$ cat config.mk
export PLATFORM = sky130hd
export DESIGN_NAME = seg_xlate
export DESIGN_NICKNAME = d
export VERILOG_FILES = /design/src/rtl/seg_pkg.sv /design/src/rtl/seg_sel_resolve.sv /design/src/rtl/seg_bank.sv /design/src/rtl/seg_check.sv /design/src/rtl/seg_xlate.sv
export SDC_FILE = /design/constraint.sdc
export NUM_CORES = 1
export LEC_CHECK = 0
export BUFFER_PORTS_ARGS = -buffer_cell sky130_fd_sc_hd__buf_2
export CAP_MARGIN = 10
export CORE_UTILIZATION = 38
export DETAILED_ROUTE_END_ITERATION = 8
export PLACE_DENSITY = 0.53
export SETUP_SLACK_MARGIN = 0.02
export SLEW_MARGIN = 20
export SYNTH_ARGS = -nofsm -noshare
export SYNTH_HDL_FRONTEND = slang
export SYNTH_SLANG_ARGS = --single-unit
$ cat constraint.sdc
create_clock -name clk -period 9.4 [get_ports clk]
set_clock_uncertainty 0.2 [all_clocks]
set_input_delay 1.41 -clock clk [delete_from_list [all_inputs] [get_ports clk]]
set_output_delay 1.41 -clock clk [all_outputs]
set_load 0.02 [all_outputs]
$ cat src/rtl/seg_pkg.sv
package seg_pkg;
  localparam int SLOT_CODE  = 0;
  localparam int SLOT_DATA  = 1;
  localparam int SLOT_STACK = 2;

  typedef enum logic [1:0] {
    CAUSE_NONE     = 2'b00,
    CAUSE_LIMIT    = 2'b01,
    CAUSE_SELECTOR = 2'b10
  } fault_cause_e;
endpackage

$ cat src/rtl/seg_sel_resolve.sv
module seg_sel_resolve #(
  parameter int NSEG       = 6,
  parameter int SEL_W      = 3,
  parameter int STACK_SLOT = 2
) (
  input  logic             push,
  input  logic [SEL_W-1:0] sel,
  output logic [SEL_W-1:0] idx,
  output logic             legal
);
  localparam logic [SEL_W-1:0] LAST_IDX  = SEL_W'(NSEG - 1);
  localparam logic [SEL_W-1:0] STACK_IDX = SEL_W'(STACK_SLOT);

  always_comb begin
    if (push) begin
      idx   = STACK_IDX;
      legal = 1'b1;
    end else begin
      idx   = sel;
      legal = (sel <= LAST_IDX);
    end
  end
endmodule

$ cat src/rtl/seg_bank.sv
module seg_bank #(
  parameter int NSEG  = 6,
  parameter int SEL_W = 3,
  parameter int AW    = 32
) (
  input  logic             clk,
  input  logic             rst,
  input  logic             wr_en,
  input  logic [SEL_W-1:0] wr_sel,
  input  logic             wr_limit,
  input  logic [AW-1:0]    wr_data,
  input  logic [SEL_W-1:0] rd_idx,
  output logic [AW-1:0]    rd_base,
  output logic [AW-1:0]    rd_lim
);
  logic [AW-1:0] base_q [NSEG];
  logic [AW-1:0] lim_q  [NSEG];

  for (genvar s = 0; s < NSEG; s++) begin : g_slot
    localparam logic [SEL_W-1:0] MY_IDX = SEL_W'(s);
    logic hit;
    assign hit = wr_en && (wr_sel == MY_IDX);

    always_ff @(posedge clk) begin
      if (rst) begin
        base_q[s] <= '0;
        lim_q[s]  <= '0;
      end else if (hit) begin
        if (wr_limit) lim_q[s]  <= wr_data;
        else          base_q[s] <= wr_data;
      end
    end
  end

  always_comb begin
    rd_base = '0;
    rd_lim  = '0;
    for (int s = 0; s < NSEG; s++) begin
      if (rd_idx == SEL_W'(s)) begin
        rd_base = base_q[s];
        rd_lim  = lim_q[s];
      end
    end
  end
endmodule

$ cat src/rtl/seg_check.sv
module seg_check
  import seg_pkg::*;
#(
  parameter int AW = 32
) (
  input  logic [AW-1:0] off,
  input  logic [AW-1:0] base,
  input  logic [AW-1:0] lim,
  input  logic          legal,
  output logic [AW-1:0] lin,
  output logic          fault,
  output fault_cause_e  cause
);
  logic          in_bounds;
  logic [AW-1:0] sum;

  assign in_bounds = (off < lim);
  assign sum       = base + off;

  always_comb begin
    if (!legal) begin
      fault = 1'b1;
      cause = CAUSE_SELECTOR;
      lin   = '0;
    end else if (!in_bounds) begin
      fault = 1'b1;
      cause = CAUSE_LIMIT;
      lin   = '0;
    end else begin
      fault = 1'b0;
      cause = CAUSE_NONE;
      lin   = sum;
    end
  end
endmodule

$ cat src/rtl/seg_xlate.sv
module seg_xlate
  import seg_pkg::*;
#(
  parameter int AW         = 32,
  parameter int NSEG       = 6,
  parameter int STACK_SLOT = SLOT_STACK,
  localparam int SEL_W     = $clog2(NSEG)
) (
  input  logic             clk,
  input  logic             rst,
  input  logic             req_valid,
  input  logic             req_push,
  input  logic [SEL_W-1:0] req_sel,
  input  logic [AW-1:0]    req_off,
  input  logic             wr_en,
  input  logic [SEL_W-1:0] wr_sel,
  input  logic             wr_limit,
  input  logic [AW-1:0]    wr_data,
  output logic             rsp_valid,
  output logic [AW-1:0]    rsp_addr,
  output logic             rsp_fault,
  output logic [1:0]       rsp_cause
);
  logic [SEL_W-1:0] slot_idx;
  logic             slot_legal;
  logic [AW-1:0]    slot_base;
  logic [AW-1:0]    slot_lim;
  logic [AW-1:0]    lin_d;
  logic             fault_d;
  fault_cause_e     cause_d;

  seg_sel_resolve #(
    .NSEG(NSEG), .SEL_W(SEL_W), .STACK_SLOT(STACK_SLOT)
  ) u_resolve (
    .push (req_push),
    .sel  (req_sel),
    .idx  (slot_idx),
    .legal(slot_legal)
  );

  seg_bank #(
    .NSEG(NSEG), .SEL_W(SEL_W), .AW(AW)
  ) u_bank (
    .clk     (clk),
    .rst     (rst),
    .wr_en   (wr_en),
    .wr_sel  (wr_sel),
    .wr_limit(wr_limit),
    .wr_data (wr_data),
    .rd_idx  (slot_idx),
    .rd_base (slot_base),
    .rd_lim  (slot_lim)
  );

  seg_check #(.AW(AW)) u_check (
    .off  (req_off),
    .base (slot_base),
    .lim  (slot_lim),
    .legal(slot_legal),
    .lin  (lin_d),
    .fault(fault_d),
    .cause(cause_d)
  );

  always_ff @(posedge clk) begin
    if (rst) begin
      rsp_valid <= 1'b0;
      rsp_addr  <= '0;
      rsp_fault <= 1'b0;
      rsp_cause <= CAUSE_NONE;
    end else begin
      rsp_valid <= req_valid;
      rsp_addr  <= req_valid ? lin_d : '0;
      rsp_fault <= req_valid && fault_d;
      rsp_cause <= req_valid ? cause_d : CAUSE_NONE;
    end
  end
endmodule

### Word level (Yosys, flattened, before mapping)

Memory sizes are Yosys's and may differ from the RTL's.
Index checks and enable logic that the tools add are counted.
Widths: inputs -> output; s select.

* reduce and logical (&&, ||, !) cells: 12
* add/sub/neg operators: 1
* bitwise operators: 15
* $lt $le $gt $ge: 2
* multiplexer cells: 70
* equality and inequality tests: 10

Operator list (count)
* $mux 32: 24
* $mux 1: 44
* $add 32x32->32: 1
* $lt 32x32->1: 1
* $eq 3x2->1 const B: 4
* $eq 3x3->1 const B: 4
* $or 1x1->1: 12
* $logic_and 1x1->1: 7
* $eq 3x1->1 const B: 2
* $logic_not 3->1: 2
* $reduce_or 4->1: 1
* $le 3x3->1 const B: 1
* $mux 3: 1
* $not 1->1: 3
* $reduce_or 3->1: 1
* $mux 2: 1
* $reduce_or 2->1: 1

* bits in writable memories: 384
* register bits after elaboration: 36
* word-level logic and storage cells: 117
* memories kept: 2

Memory list
* u_bank.base_q: depth 6, width 32, rd ports 6, clocked after memory_dff 0, wr ports 6, RTL line seg_bank.sv:16 `logic [AW-1:0] base_q [NSEG];`
* u_bank.lim_q: depth 6, width 32, rd ports 6, clocked after memory_dff 0, wr ports 6, RTL line seg_bank.sv:17 `logic [AW-1:0] lim_q [NSEG];`

### Longest topological paths before layout

Gate-level depths: netlist of run 1.

* depth after elaboration: 12
* depth in mapped cells: 18
* depth with buffers taken out: 15

### Cells and area by module

A second synthesis of run 1 with hierarchy kept.

* cell total of the unflattened synthesis: 1782
* area total of the unflattened synthesis: 21569.4 sq um

Modules (own cells, without submodules)
* seg_bank: cells an instance 1326, area an instance 17829.6 sq um, times used 1, seq. area each 11531.1 sq um
* seg_check: cells an instance 374, area an instance 2623.8 sq um, times used 1, seq. area each 0.0 sq um
* seg_xlate: cells an instance 78, area an instance 1089.8 sq um, times used 1, seq. area each 720.7 sq um
* seg_sel_resolve: cells an instance 4, area an instance 26.3 sq um, times used 1, seq. area each 0.0 sq um

### Worst setup path before layout of run 1

Ideal clock, no wire load.

* path kind: input port to flip-flop
* from: input req_sel[0]
* to: register rsp_addr[3]
* stages on the path: 16
* setup time: 0.121 ns
* arrival: 5.044 ns
* setup slack: 4.035 ns
* cell sequence: clkbuf_1 > nand2b_1 > nor3_1 > clkbuf_1 > a22oi_1 > nand3_1 > o21ai_0 > ha_1 > nand4_1 > or2_1 > or4_1 > or4_1 > o221a_2 > nand4_4 > buf_6 > nor3_1

* word-level cells in the longest chain between the ends: 11
* elaborated cells on any way between the ends: 26

RTL lines
* start, declared: RTL line seg_xlate.sv:13 `input logic [SEL_W-1:0] req_sel,`
* $mux 3: RTL line seg_sel_resolve.sv:15 `if (push) begin`
* $logic_not 3->1: RTL line seg_bank.sv:39 `if (rd_idx == SEL_W'(s)) begin`
* $mux 32 (6 in series): RTL line seg_bank.sv:39
* $lt 32x32->1: RTL line seg_check.sv:17 `assign in_bounds = (off < lim);`
* $not 1->1 (no line)
* $reduce_or 4->1 (no line)
* end signal, assigned: RTL line seg_xlate.sv:73 `rsp_addr <= req_valid ? lin_d : '0;`
* end, declared: RTL line seg_xlate.sv:20 `output logic [AW-1:0] rsp_addr,`

Parallel ways exist; a longest one is shown, timed or not.
A chain may end at the register's enable or synchronous reset.

### Worst setup path after layout of run 1

* from: input req_push
* to: register rsp_addr[3]

* word-level cells in the longest chain between the ends: 11
* elaborated cells on any way between the ends: 25

RTL lines
* start, declared: RTL line seg_xlate.sv:12 `input logic req_push,`
* $mux 3: RTL line seg_sel_resolve.sv:15
* $logic_not 3->1: RTL line seg_bank.sv:39
* $mux 32 (6 in series): RTL line seg_bank.sv:39
* $lt 32x32->1: RTL line seg_check.sv:17
* $not 1->1 (no line)
* $reduce_or 4->1 (no line)

Parallel ways exist; a longest one is shown, timed or not.

==> results.txt, run 1 <==
The floorplan has 82 rows. In the routed design, unresolved DRC markers number 0. The fraction of synthesis flops using an asynchronous set or reset pin came out at 0. The most critical setup path has its startpoint at req_push. For the final sum of negative setup slack, the log shows 0 ns. For the remaining global-route overflow, the log shows 0. The path class of the tightest hold or removal check is register to register. Setup violations remaining at the end of the flow were counted as 0. The flow ran to the end, and the final reports show no timing, DRC or antenna violations.

At the pin with the least slew margin, the transition time is 1.07 ns. For the final number of max-transition violations, the log shows 0. At the worst endpoint, the required time is 9.65 ns. The total number of H-tree levels is 2.

The worst reg2reg path startpoint is u_bank.lim_q[0][52]. The peak ir drop on the vdd network was 138 µV. The clock passes through at most 3 buffers. Static timing analysis puts the maximum clock frequency at 180 MHz.

For the number of antenna violations at the first check in global routing, the log shows 2. The path with the worst hold slack has its endpoint at rsp_addr[10]. The core region is 50600 µm². The setup slack of the most critical reg-to-reg path is 5.66 ns. The tools report the start point of the worst hold path as u_bank.base_q[1][10]. The total via count in the routed design came out at 12989. The largest fanout on the critical path came out at 36.

The final number of hold-violating endpoints was 0; the number of hold buffers added after cts was 0. Clock tree synthesis inserted a total of 47 buffers. At the end of the flow, the number of nets in the layout was 1773. For this run, the detailed router's first-pass iteration total came to 7. The logs give 0 for the post-cts sizing count and 60100 µm for the sum of routed wire length over all layers. For the proportion of synthesized chip area in sequential cells, the log shows 0.623. The layout overhead on the synthesized area works out to 14.2%. After detailed routing, the average wire length per cell comes to 25.6 µm. The global-route total usage across every layer was 0.229; the cell area after technology mapping was 19700 µm².

The final critical-path share of the clock period was 0.590; the post-route antenna net violation count was 0. The die is 229 µm wide. For this run, the leading register cell type out of synthesis is sky130_fd_sc_hd__edfxtp_1. The run gives 0.59 ns as the clock insertion delay at the later pin of the skew report.

The worst setup path is captured at a register. sky130_fd_sc_hd__edfxtp_1 takes more of the synthesized area than any other cell. A synthesized cell averages 12.6 µm².

The worst path needs 5.54 ns of the cycle, external delays included. The number of flip-flops and latches in the synthesized netlist works out to 420. Most frequent cell after synthesis: sky130_fd_sc_hd__and2_1.

The number of enable-type register cells in the synthesized netlist is 384. The number of library cell types mapped by synthesis came out at 64. The pin count of the biggest net entering global routing is 64.

Power comes to 4.42 mW. Count of buffers added by post-CTS timing repair for setup: 0. The commonest cells after synthesis are 391 x sky130_fd_sc_hd__and2_1, 384 x sky130_fd_sc_hd__edfxtp_1, 115 x sky130_fd_sc_hd__clkbuf_1. Setup repair after global routing left no endpoint under its margin. In this run the static leakage power is 8.32 nW. The fraction of post-synthesis cell area in the top cell type by area was 0.587. The first global-routing pass estimated 87800 µm of wire. Synthesis produced a netlist with a net count of 1703. The iteration-0 DRC count of the detailed router was 1583; the Yosys warning count was 0. During placement, the flow inserted port buffers numbering 111. For the initial core utilization, the log shows 0.389. The half-perimeter wire length after placement is 36000 µm, and the routed via count divided by cell count is 5.54. The critical path in this run is classified as primary input to register.

Routability-driven placement finished with a final weighted congestion of 0.890. For the worst flop-to-flop path, the logic depth is 11. The worst hold path cell count was 5. The die footprint was 52600 µm². The run gives 112 as the boundary pin count. Clock-pin slew was measured on the worst setup and hold paths at 0.05 ns.

Yosys attributes the largest share of cell area to sky130_fd_sc_hd__edfxtp_1 59%, sky130_fd_sc_hd__and2_1 12%, sky130_fd_sc_hd__a222oi_1 4.9%. The root cell of the clock tree is sky130_fd_sc_hd__clkbuf_16. The run gives 0.288 as the headroom to the max-slew limit. From bottom edge to top edge, the die measures 229 µm. Max-cap violations in this run came to 0. CTS saw 420 sinks. TritonCTS built the clock tree. The worst register-to-register path ends at rsp_addr[3]. STA classifies the critical path startpoint as a primary input.

The data arrival at the endpoint of the critical path was 5.79 ns; the number of instances in the synthesized netlist was 1564. The via count of the first global-routing pass is 13006, and the total power divided by cell area is 197 nW/µm². The ratio of cells with drive above 1 in the final layout works out to 0.151.
==> metal layers <==
metal / vias to the layer above / wire [µm] / GRT usage / share of wire
li1: 5981 / - / - / -
met3: 77 / 4150 / 0.0352 / 0.069
met1: 6471 / 26000 / 0.309 / 0.43
met2: 458 / 28600 / 0.379 / 0.48
met5: - / 13 / 0 / 0.00022
met4: 2 / 1340 / 0.0685 / 0.022
==> registers in the layout, summed over array words and instances (netlist names) <==
register	cells
rsp_fault	1
u_bank.lim_q	192
rsp_valid	1
u_bank.base_q	192
rsp_addr	32
rsp_cause	2
==> kinds of logic after synthesis <==
group,Yosys count,synth area share
AND/OR/NAND/NOR,635,0.185
flip-flops,420,0.623
AO/OA/AOI/OAI,284,0.111
buffers and inverters,136,0.0286
adder cells (fa/ha/maj),63,0.0405
XOR/XNOR,25,0.0111
multiplexers,1,0.000509
==> worst max path at each step <==
stage | to | slack, ns | cells after the start
after floorplan | rsp_addr[3] | 4.04 | 16
after global placement | rsp_addr[31] | 3.28 | 16
after detailed placement | rsp_addr[29] | 3.22 | 16
after CTS | rsp_addr[31] | 3.85 | 16
after global routing | rsp_addr[3] | 3.55 | 16
final | rsp_addr[3] | 3.86 | 16
==> stage by stage <==
stage	worst slack (ns)	instances	hold slack (ns)	util	area [µm²]
after floorplan	4.04	1564	0.457	-	19700
after global placement	3.28	2255	0.602	0.414	21000
after detailed placement	3.22	2256	0.632	0.415	21000
after CTS	3.85	2343	0.646	0.443	22400
after global routing	3.55	2344	0.703	0.444	22400
final	3.86	2345	0.631	0.444	22400
==> final cells by class <==
class | instances | area [µm²]
repair buffers | 144 | 848
well taps | 672 | 841
multi-input cells | 1008 | 7020
diodes | 1 | 2.50
clock inverters | 31 | 215
clock buffers | 56 | 1210
fillers | 4599 | 28100
flip-flops and latches | 420 | 12300
inverters | 13 | 48.8
==> report_power, final <==
group	internal (mW)	switching [mW]	total [mW]	leakage, nW
registers	2.15	0.0309	2.18	3.97
logic	0.168	0.336	0.505	3.65
clock network	0.975	0.756	1.73	0.699
==> critical path, cell delays in order <==
cell and delay (ns):
sky130_fd_sc_hd__buf_2 0.15, sky130_fd_sc_hd__nand2b_1 0.25, sky130_fd_sc_hd__nor3_2 0.13, sky130_fd_sc_hd__buf_4 0.38, sky130_fd_sc_hd__buf_4 0.55, sky130_fd_sc_hd__a22oi_1 0.17, sky130_fd_sc_hd__nand3_1 0.11, sky130_fd_sc_hd__o21ai_0 0.13
sky130_fd_sc_hd__ha_1 0.34, sky130_fd_sc_hd__nand4_1 0.08, sky130_fd_sc_hd__or2_1 0.26, sky130_fd_sc_hd__or4_1 0.54, sky130_fd_sc_hd__or4_1 0.48, sky130_fd_sc_hd__o221a_2 0.27, sky130_fd_sc_hd__nand4_4 0.35, sky130_fd_sc_hd__nor3_1 0.11
==> cell usage in the layout (no fill, tap or decap), types with 5 or more instances in the layout <==
master / instances
sky130_fd_sc_hd__clkbuf_16: 47
sky130_fd_sc_hd__nor2b_1: 9
sky130_fd_sc_hd__nand3_1: 30
sky130_fd_sc_hd__xor2_1: 16
sky130_fd_sc_hd__edfxtp_1: 384
sky130_fd_sc_hd__nand4_1: 8
sky130_fd_sc_hd__a22oi_1: 23
sky130_fd_sc_hd__a21oi_1: 40
sky130_fd_sc_hd__o21a_1: 7
sky130_fd_sc_hd__o21bai_4: 6
sky130_fd_sc_hd__xnor2_1: 9
sky130_fd_sc_hd__o211ai_1: 6
sky130_fd_sc_hd__dfxtp_1: 36
sky130_fd_sc_hd__nand2_1: 70
sky130_fd_sc_hd__clkbuf_1: 9
sky130_fd_sc_hd__nor2_4: 5
sky130_fd_sc_hd__a222oi_1: 96
sky130_fd_sc_hd__buf_4: 30
sky130_fd_sc_hd__a221oi_1: 6
sky130_fd_sc_hd__nor2_1: 56
sky130_fd_sc_hd__o21ai_0: 45
sky130_fd_sc_hd__clkinv_1: 10
sky130_fd_sc_hd__nor3_1: 13
sky130_fd_sc_hd__ha_1: 62
sky130_fd_sc_hd__a211oi_1: 7
sky130_fd_sc_hd__a31oi_1: 9
sky130_fd_sc_hd__buf_2: 111
sky130_fd_sc_hd__a21o_1: 15
sky130_fd_sc_hd__inv_1: 13
sky130_fd_sc_hd__nand2b_1: 13
sky130_fd_sc_hd__nor3_2: 7
sky130_fd_sc_hd__and2_1: 391
sky130_fd_sc_hd__clkinv_2: 12
Power figures use the tool's default switching activity.
==> inputs of run 2 (changes only) <==
==> constraint.sdc (replaced) <==
create_clock -name clk -period 5.1 [get_ports clk]
set_clock_uncertainty 0.2 [all_clocks]
set_input_delay 0.765 -clock clk [delete_from_list [all_inputs] [get_ports clk]]
set_output_delay 0.765 -clock clk [all_outputs]
set_load 0.02 [all_outputs]
==> run 2 against run 1 <==
Register-to-register slack worse by 4.2 ns. Die area stayed put. Core utilization is 0.67 points higher. Clock power is 91% higher. Sequential cell count stayed put. Largest cell class unchanged. First-iteration DRC count is 6.6% higher. Count of clock-buffer cells in the layout is 4 higher.
==> results.txt, run 2 (synthesis gave the netlist of run 1 again) <==
The tools report the maximum clock path buffer count as 3 (unchanged). Worst reg2reg path startpoint: u_bank.lim_q[0][52] (unchanged). The sum of routed wire length over all layers came out at 60800 µm (was 60100 µm). Registers with the most flip-flops: u_bank.base_q x192, u_bank.lim_q x192, rsp_addr x32 (unchanged). The switching part of the total works out to 0.247 (was 0.254).

The measured slew at the worst slew-check pin came out at 1.11 ns (was 1.07 ns). The flow ran to the end, and the final reports show no timing, DRC or antenna violations. The post-route antenna net violation count was 0 (unchanged); the time the final worst path needs with I/O delays and setup was 4.35 ns.

The pin count of the biggest net entering global routing came out at 45 (was 64). The final hold slack was 0.376 ns (was 0.631 ns). The final number of hold-violating endpoints was 0 (unchanged); the standard cell core area was 50600 µm² (unchanged). The max-cap check violation count is 0 (unchanged). Classification of the worst setup path: primary input to register (unchanged). The run gives 13233 (was 12989) as the total via count in the routed design. The weighted congestion reported at the end of routability-driven placement is 0.904 (was 0.890), and the final number of setup-violating endpoints is 0 (unchanged). The number of hold buffers added after cts is 0 (unchanged). The tools report the first-pass iteration count of the detailed router as 8 (was 7). Clock input transition at the sequential cells of the worst setup and hold paths: 0.06 ns (was 0.05 ns).

The clock insertion delay at the later pin of the skew report was 0.59 ns (about the same); the die outline height was 229 µm (unchanged). The run gives 0.257 (was 0.288) as the headroom to the max-slew limit. The logs give 0 (unchanged) for the remaining global-route overflow and 2363 (was 2345) for the count of placed standard cells in the final layout, fillers left out. The final critical-path share of the clock period is 0.854, and the leakage power is 8.50 nW (was 8.32 nW).

The total power divided by cell area is 364 nW/µm² (was 197 nW/µm²). The via count of the first global-routing pass came out at 13200 (was 13006). Setup repair after global routing left no endpoint under its margin. The layout overhead on the synthesized area is 15.9% (was 14.2%). The run gives 0 (unchanged) as the final number of max-transition violations. For the internal power, the log shows 6.24 mW (was 3.29 mW). The share of total power in sequential cells was 0.485 (was 0.494); the number of nets in the finished design was 1797 (was 1773). The tools report the root cell of the clock tree as sky130_fd_sc_hd__clkbuf_16 (unchanged). The highest achievable clock rate was 230 MHz. For the final sum of negative setup slack, the log shows 0 ns (unchanged). The fraction of power consumed by the clock network is 0.398 (was 0.392).

The critical path launch point is req_push (unchanged). The tools report the part of the power in combinational logic as 0.117 (was 0.114). The tools report the startpoint type of the worst setup path as a primary input (unchanged). The placed standard-cell area was 21300 µm² (was 21000 µm²); the ratio of cells with drive above 1 in the final layout was 0.162 (was 0.151). The number of input and output port buffers inserted was 111 (unchanged); the die footprint was 52600 µm² (unchanged). Peak ir drop on the vdd network: 218 µV (was 138 µV).

The global-route total usage across every layer was 0.232 (was 0.229); the largest fanout on the critical path was 17 (was 36). The run gives 0 (unchanged) as the post-detailed-route DRC marker count. TritonCTS built the clock tree. Commonest cells after routing, fill and taps aside: 391 x sky130_fd_sc_hd__and2_1, 384 x sky130_fd_sc_hd__edfxtp_1, 111 x sky130_fd_sc_hd__buf_2 (unchanged). The CTS sink count is 420 (unchanged).

The boundary pin count came out at 112 (unchanged). The total number of H-tree levels was 2 (unchanged); the number of buffers created by CTS was 46 (was 47). The type of the worst min-delay path was primary input to register (was register to register).

The tools report the number of fill cells in the layout as 4545 (was 4599). The tools report the net switching power figure as 2.04 mW (was 1.12 mW). The routed via count divided by cell count is 5.60 (was 5.54). The x dimension of the die came out at 229 µm (unchanged).

The data required time at the worst endpoint was 5.40 ns (was 9.65 ns). The run gives 22800 µm² (was 22400 µm²) as the finished layout cell area. The iteration-0 DRC count of the detailed router is 1687 (was 1583), and the global-route wire length before repair is 89300 µm (was 87800 µm). The logs give 4.66 ns (was 5.79 ns) for the data arrival at the endpoint of the critical path and 2282 (was 2256) for the cell total after placement. The half-perimeter wire length after placement came out at 38400 µm (was 36000 µm). The start point of the worst hold path is req_valid (was u_bank.base_q[1][10]). The run gives 0 (unchanged) as the count of buffers added by post-CTS timing repair for setup. The post-cts sizing count is 0 (unchanged), and the power after layout is 8.28 mW (was 4.42 mW). The count of standard-cell rows came out at 82 (unchanged).

The initial core utilization came out at 0.389 (unchanged). For the number of antenna violations at the first check in global routing, the log shows 2 (unchanged). The most frequent standard cell in the layout excluding fill and tap cells is sky130_fd_sc_hd__and2_1 (unchanged). The average wire length per cell after detail routing came out at 25.7 µm (was 25.6 µm). The tools report the kind of end point of the critical path as a register (unchanged).
==> run 2: cell types whose count changed in the layout (fill, tap and decap cells not counted), sizes merged <==
cell      change
inv           -2
clkinv        -8
clkbuf        +4
bufinv        +1
clkinvlp      -3
diode         +1
buf          +25
==> run 2: power by group through the flow <==
stage	clock network (mW)	logic, mW	registers, mW
after floorplan	0	0.560	4.10
after global placement	0	0.953	4.09
after detailed placement	0	0.958	4.09
after CTS	3.35	0.961	4.02
after global routing	3.47	1.05	4.04
final	3.30	0.966	4.02
==> run 2: cell type report <==
cell class,count,area (µm²),area share
clock buffers,60,1310,0.0574
flip-flops and latches,420,12300,0.538
repair buffers,169,1140,0.0501
clock inverters,19,164,0.00720
diodes,2,5.00,0.000220
well taps,672,841,0.0369
inverters,13,48.8,0.00214
multi-input cells,1008,7020,0.308
==> run 2: metal layers <==
layer / global-route usage / part of all wire / vias to the layer above
met1: 0.322 / 0.45 / 6626
met4: 0.0508 / 0.017 / 2
met5: 0 / 0.00020 / -
met2: 0.379 / 0.47 / 497
met3: 0.0405 / 0.068 / 68
li1: - / - / 6040
==> run 2: per-stage QoR <==
| step | utilization | worst slack (ns) |
|---|---|---|
| 2_1_floorplan | - | 0.380 |
| 3_3_place_gp | 0.421 | 0.226 |
| 6_report | 0.450 | 0.746 |
| 3_5_place_dp | 0.421 | 0.198 |
| 5_1_grt | 0.450 | 0.477 |
| 4_1_cts | 0.450 | 0.813 |
==> run 2: final timing paths <==
check,to,slack [ns],cells after the start
max,rsp_addr[28],0.75,18
min,rsp_fault,0.38,3
max reg2reg,rsp_addr[23],1.45,12
min reg2reg,rsp_addr[0],0.56,5
==> run 2: worst max-delay path, stage by stage <==
cell and delay, ns:
sky130_fd_sc_hd__buf_2 0.16, sky130_fd_sc_hd__nand2b_1 0.25, sky130_fd_sc_hd__nor3b_2 0.33, sky130_fd_sc_hd__buf_12 0.21, sky130_fd_sc_hd__buf_4 0.32, sky130_fd_sc_hd__a222oi_1 0.11
sky130_fd_sc_hd__nand2_1 0.11, sky130_fd_sc_hd__ha_1 0.19, sky130_fd_sc_hd__inv_1 0.07, sky130_fd_sc_hd__fa_1 0.41, sky130_fd_sc_hd__nand2b_1 0.18, sky130_fd_sc_hd__a21oi_1 0.16
sky130_fd_sc_hd__o2111a_1 0.30, sky130_fd_sc_hd__nor3_1 0.11, sky130_fd_sc_hd__o21bai_1 0.31, sky130_fd_sc_hd__a21boi_0 0.16, sky130_fd_sc_hd__or3_1 0.32, sky130_fd_sc_hd__a21oi_1 0.14
==> inputs of run 3 (changes only) <==
--- a/config.mk
+++ b/config.mk
@@ -7,9 +7,9 @@
 export LEC_CHECK = 0
 export BUFFER_PORTS_ARGS = -buffer_cell sky130_fd_sc_hd__buf_2
 export CAP_MARGIN = 10
-export CORE_UTILIZATION = 38
+export CORE_UTILIZATION = 55
 export DETAILED_ROUTE_END_ITERATION = 8
-export PLACE_DENSITY = 0.53
+export PLACE_DENSITY = 0.72
 export SETUP_SLACK_MARGIN = 0.02
 export SLEW_MARGIN = 20
 export SYNTH_ARGS = -nofsm -noshare
==> run 3 against run 2 <==
Die area down 31%. Maximum frequency down 3.0%. Sequential share of layout area up 1.3 points. Cell count down 9.6%. Clock power down 10%. Core utilization up 19 points. Sequential cell count unchanged. Sequential power about the same. Wire length down 9.5%. Register-to-register slack worse by 0.15 ns. Combinational power down 3.3%. Non-clock buffer count down 4.
==> results.txt, run 3 (synthesis gave the netlist of run 1 again) <==
The run finished with clean final reports. The share of total power in sequential cells was 0.508 (was 0.485); the total via count in the routed design was 13608 (was 13233). The number of buffers created by CTS is 43 (was 46), and the half-perimeter wire length after placement is 34400 µm (was 38400 µm). The tools report the finished layout cell area as 22200 µm² (was 22800 µm²). For the iteration-0 DRC count of the detailed router, the log shows 2109 (was 1687).

The x dimension of the die is 191 µm (was 229 µm). Type of the worst min-delay path: primary input to register (unchanged). The average wire length per cell after detail routing came out at 25.8 µm (was 25.7 µm). The tools report the number of antenna violations at the first check in global routing as 3 (was 2). The internal power was 5.99 mW (was 6.24 mW); the ratio of cells with drive above 1 in the final layout was 0.153 (was 0.162). For the remaining global-route overflow, the log shows 0 (unchanged). Commonest cells after routing, fill and taps aside: 391 x sky130_fd_sc_hd__and2_1, 384 x sky130_fd_sc_hd__edfxtp_1, 111 x sky130_fd_sc_hd__buf_2 (unchanged). The time the final worst path needs with I/O delays and setup is 4.49 ns (was 4.35 ns), and the count of placed standard cells in the final layout, fillers left out is 2135 (was 2363). Setup slack after layout: 0.613 ns (was 0.746 ns). Classification of the worst setup path: primary input to register (unchanged).

The maximum clock path buffer count is 3 (unchanged), and the headroom to the max-slew limit is 0.207 (was 0.257). The number of fill cells in the layout is 2558 (was 4545). The CTS sink count is 420 (unchanged).

The multi-input combinational cell area is 7010 µm² (was 7020 µm²), and the total power divided by cell area is 357 nW/µm² (was 364 nW/µm²). The number of input and output port buffers inserted works out to 111 (unchanged). The highest achievable clock rate was 223 MHz (was 230 MHz). The pin count of the biggest net entering global routing was 34 (was 45).

The boundary pin count came out at 112 (unchanged). The final sum of negative setup slack is 0 ns (unchanged), and the post-detailed-route DRC marker count is 0 (unchanged). The routed via count divided by cell count came out at 6.37 (was 5.60).

The logs give 36500 µm² (was 52600 µm²) for the die footprint and 2061 (was 2282) for the cell total after placement. The data required time at the worst endpoint came out at 5.34 ns (was 5.40 ns). The startpoint type of the worst setup path was a primary input (unchanged). TritonCTS built the clock tree. The register area is 12300 µm² (unchanged), and the final number of hold-violating endpoints is 0 (unchanged). The first-pass iteration count of the detailed router came out at 8 (unchanged). The tools report the root cell of the clock tree as sky130_fd_sc_hd__clkbuf_16 (unchanged). Number of nets in the finished design: 1790 (was 1797).

The share of the core filled with cells was 0.637 (was 0.450). Post-cts sizing count: 0 (unchanged). The run gives 0.306 (was 0.232) as the global-route total usage across every layer. For the net switching power figure, the log shows 1.93 mW (was 2.04 mW). The worst reg2reg path startpoint is u_bank.lim_q[2][24] (was u_bank.lim_q[0][52]). The final critical-path share of the clock period is 0.880 (was 0.854). The most frequent standard cell in the layout excluding fill and tap cells is sky130_fd_sc_hd__and2_1 (unchanged). The sum of routed wire length over all layers came out at 55000 µm (was 60800 µm). The layout overhead on the synthesized area works out to 13.1% (was 15.9%). The max-cap check violation count is 0 (unchanged), and the final number of max-transition violations is 0 (unchanged).

The part of the power in combinational logic is 0.118 (was 0.117). Switching part of the total: 0.244 (was 0.247). The fraction of power consumed by the clock network was 0.374 (was 0.398); the measured slew at the worst slew-check pin was 1.19 ns (was 1.11 ns).

The largest fanout on the critical path came out at 32 (was 17). The die outline height came out at 191 µm (was 229 µm). Worst flop-to-flop path endpoint: rsp_addr[23] (unchanged).

The initial core utilization is 0.563 (was 0.389). The post-place setup slack is 0.112 ns (was 0.198 ns). The final hold slack is 0.397 ns (was 0.376 ns), and the clock insertion delay at the later pin of the skew report is 0.54 ns (was 0.59 ns).

For the post-route antenna net violation count, the log shows 0 (unchanged). The number of cell instances on the worst register-to-register path was 11 (was 12). The clock input transition at the sequential cells of the worst setup and hold paths is 0.06 ns (about the same). The tools report the data arrival at the endpoint of the critical path as 4.73 ns (was 4.66 ns).

The run gives 7.92 mW (was 8.28 mW) as the power after layout. Total number of H-tree levels: 2 (unchanged). The tools report the leakage power as 8.36 nW (was 8.50 nW). Registers with the most flip-flops: u_bank.base_q x192, u_bank.lim_q x192, rsp_addr x32 (unchanged).

The count of buffers added by post-CTS timing repair for setup came out at 0 (unchanged). The setup slack of the most critical reg-to-reg path was 1.30 ns (was 1.45 ns); the worst hold path cell count was 3 (unchanged). Setup repair after global routing left no endpoint under its margin. The number of hold buffers added after cts is 0 (unchanged). The tools report the kind of end point of the critical path as a register (unchanged). The count of standard-cell rows was 68 (was 82). The tools report the start point of the worst hold path as req_valid (unchanged). The tools report the final number of setup-violating endpoints as 0 (unchanged). The placed standard-cell area is 20900 µm² (was 21300 µm²).

The peak ir drop on the vdd network came out at 292 µV (was 218 µV). The standard cell core area was 34900 µm² (was 50600 µm²); the global-route wire length before repair was 81600 µm (was 89300 µm). The weighted congestion reported at the end of routability-driven placement is 0.915 (was 0.904).

The tools report the worst min-delay path endpoint as rsp_fault (unchanged). The via count of the first global-routing pass came out at 13310 (was 13200).
[run 3: worst max path at each step]
stage | endpoint | slack (ns) | from | cells after the start
final | rsp_addr[23] | 0.61 | req_sel[2] | 15
after global routing | rsp_addr[23] | 0.37 | req_push | 16
after CTS | rsp_addr[23] | 0.63 | req_push | 16
after detailed placement | rsp_addr[23] | 0.11 | req_push | 16
after global placement | rsp_addr[27] | 0.23 | req_push | 16
after floorplan | rsp_addr[3] | 0.38 | req_sel[0] | 16
[run 3: metal layers]
metal	track usage	vias to the layer above	wire length [µm]
met4	0.102	4	1290
met5	0	-	27
met1	0.413	6684	21700
met3	0.0621	103	5900
met2	0.496	797	26100
li1	-	6020	-
[run 3: cell type report]
type                            instances  area share
Tap cell                              455      0.0256
Clock buffer                           60      0.0532
Inverter                               13     0.00220
Timing Repair Buffer                  165      0.0472
Antenna cell                            2    0.000225
Multi-Input combinational cell       1008       0.316
Clock inverter                         12     0.00462
Sequential cell                       420       0.551
[run 3: critical path, stage by stage]
cell and delay [ns]:
sky130_fd_sc_hd__buf_2 0.21, sky130_fd_sc_hd__nor2_1 0.09, sky130_fd_sc_hd__a21o_2 0.32, sky130_fd_sc_hd__buf_4 0.23, sky130_fd_sc_hd__a222oi_1 0.32, sky130_fd_sc_hd__nand3_1 0.21, sky130_fd_sc_hd__o21ai_0 0.18, sky130_fd_sc_hd__ha_1 0.27
sky130_fd_sc_hd__o21ai_0 0.14, sky130_fd_sc_hd__a21oi_1 0.07, sky130_fd_sc_hd__o21ai_0 0.62, sky130_fd_sc_hd__or3_2 0.27, sky130_fd_sc_hd__o221a_2 0.26, sky130_fd_sc_hd__nand4_4 0.41, sky130_fd_sc_hd__nor3_1 0.33
[run 3: power groups by stage]
stage,Sequential [mW],Combinational (mW),Clock [mW]
after floorplan,4.10,0.560,0
after global placement,4.09,0.900,0
after detailed placement,4.10,0.916,0
after CTS,4.03,0.920,2.97
after global routing,4.04,1.01,3.10
final,4.03,0.934,2.96
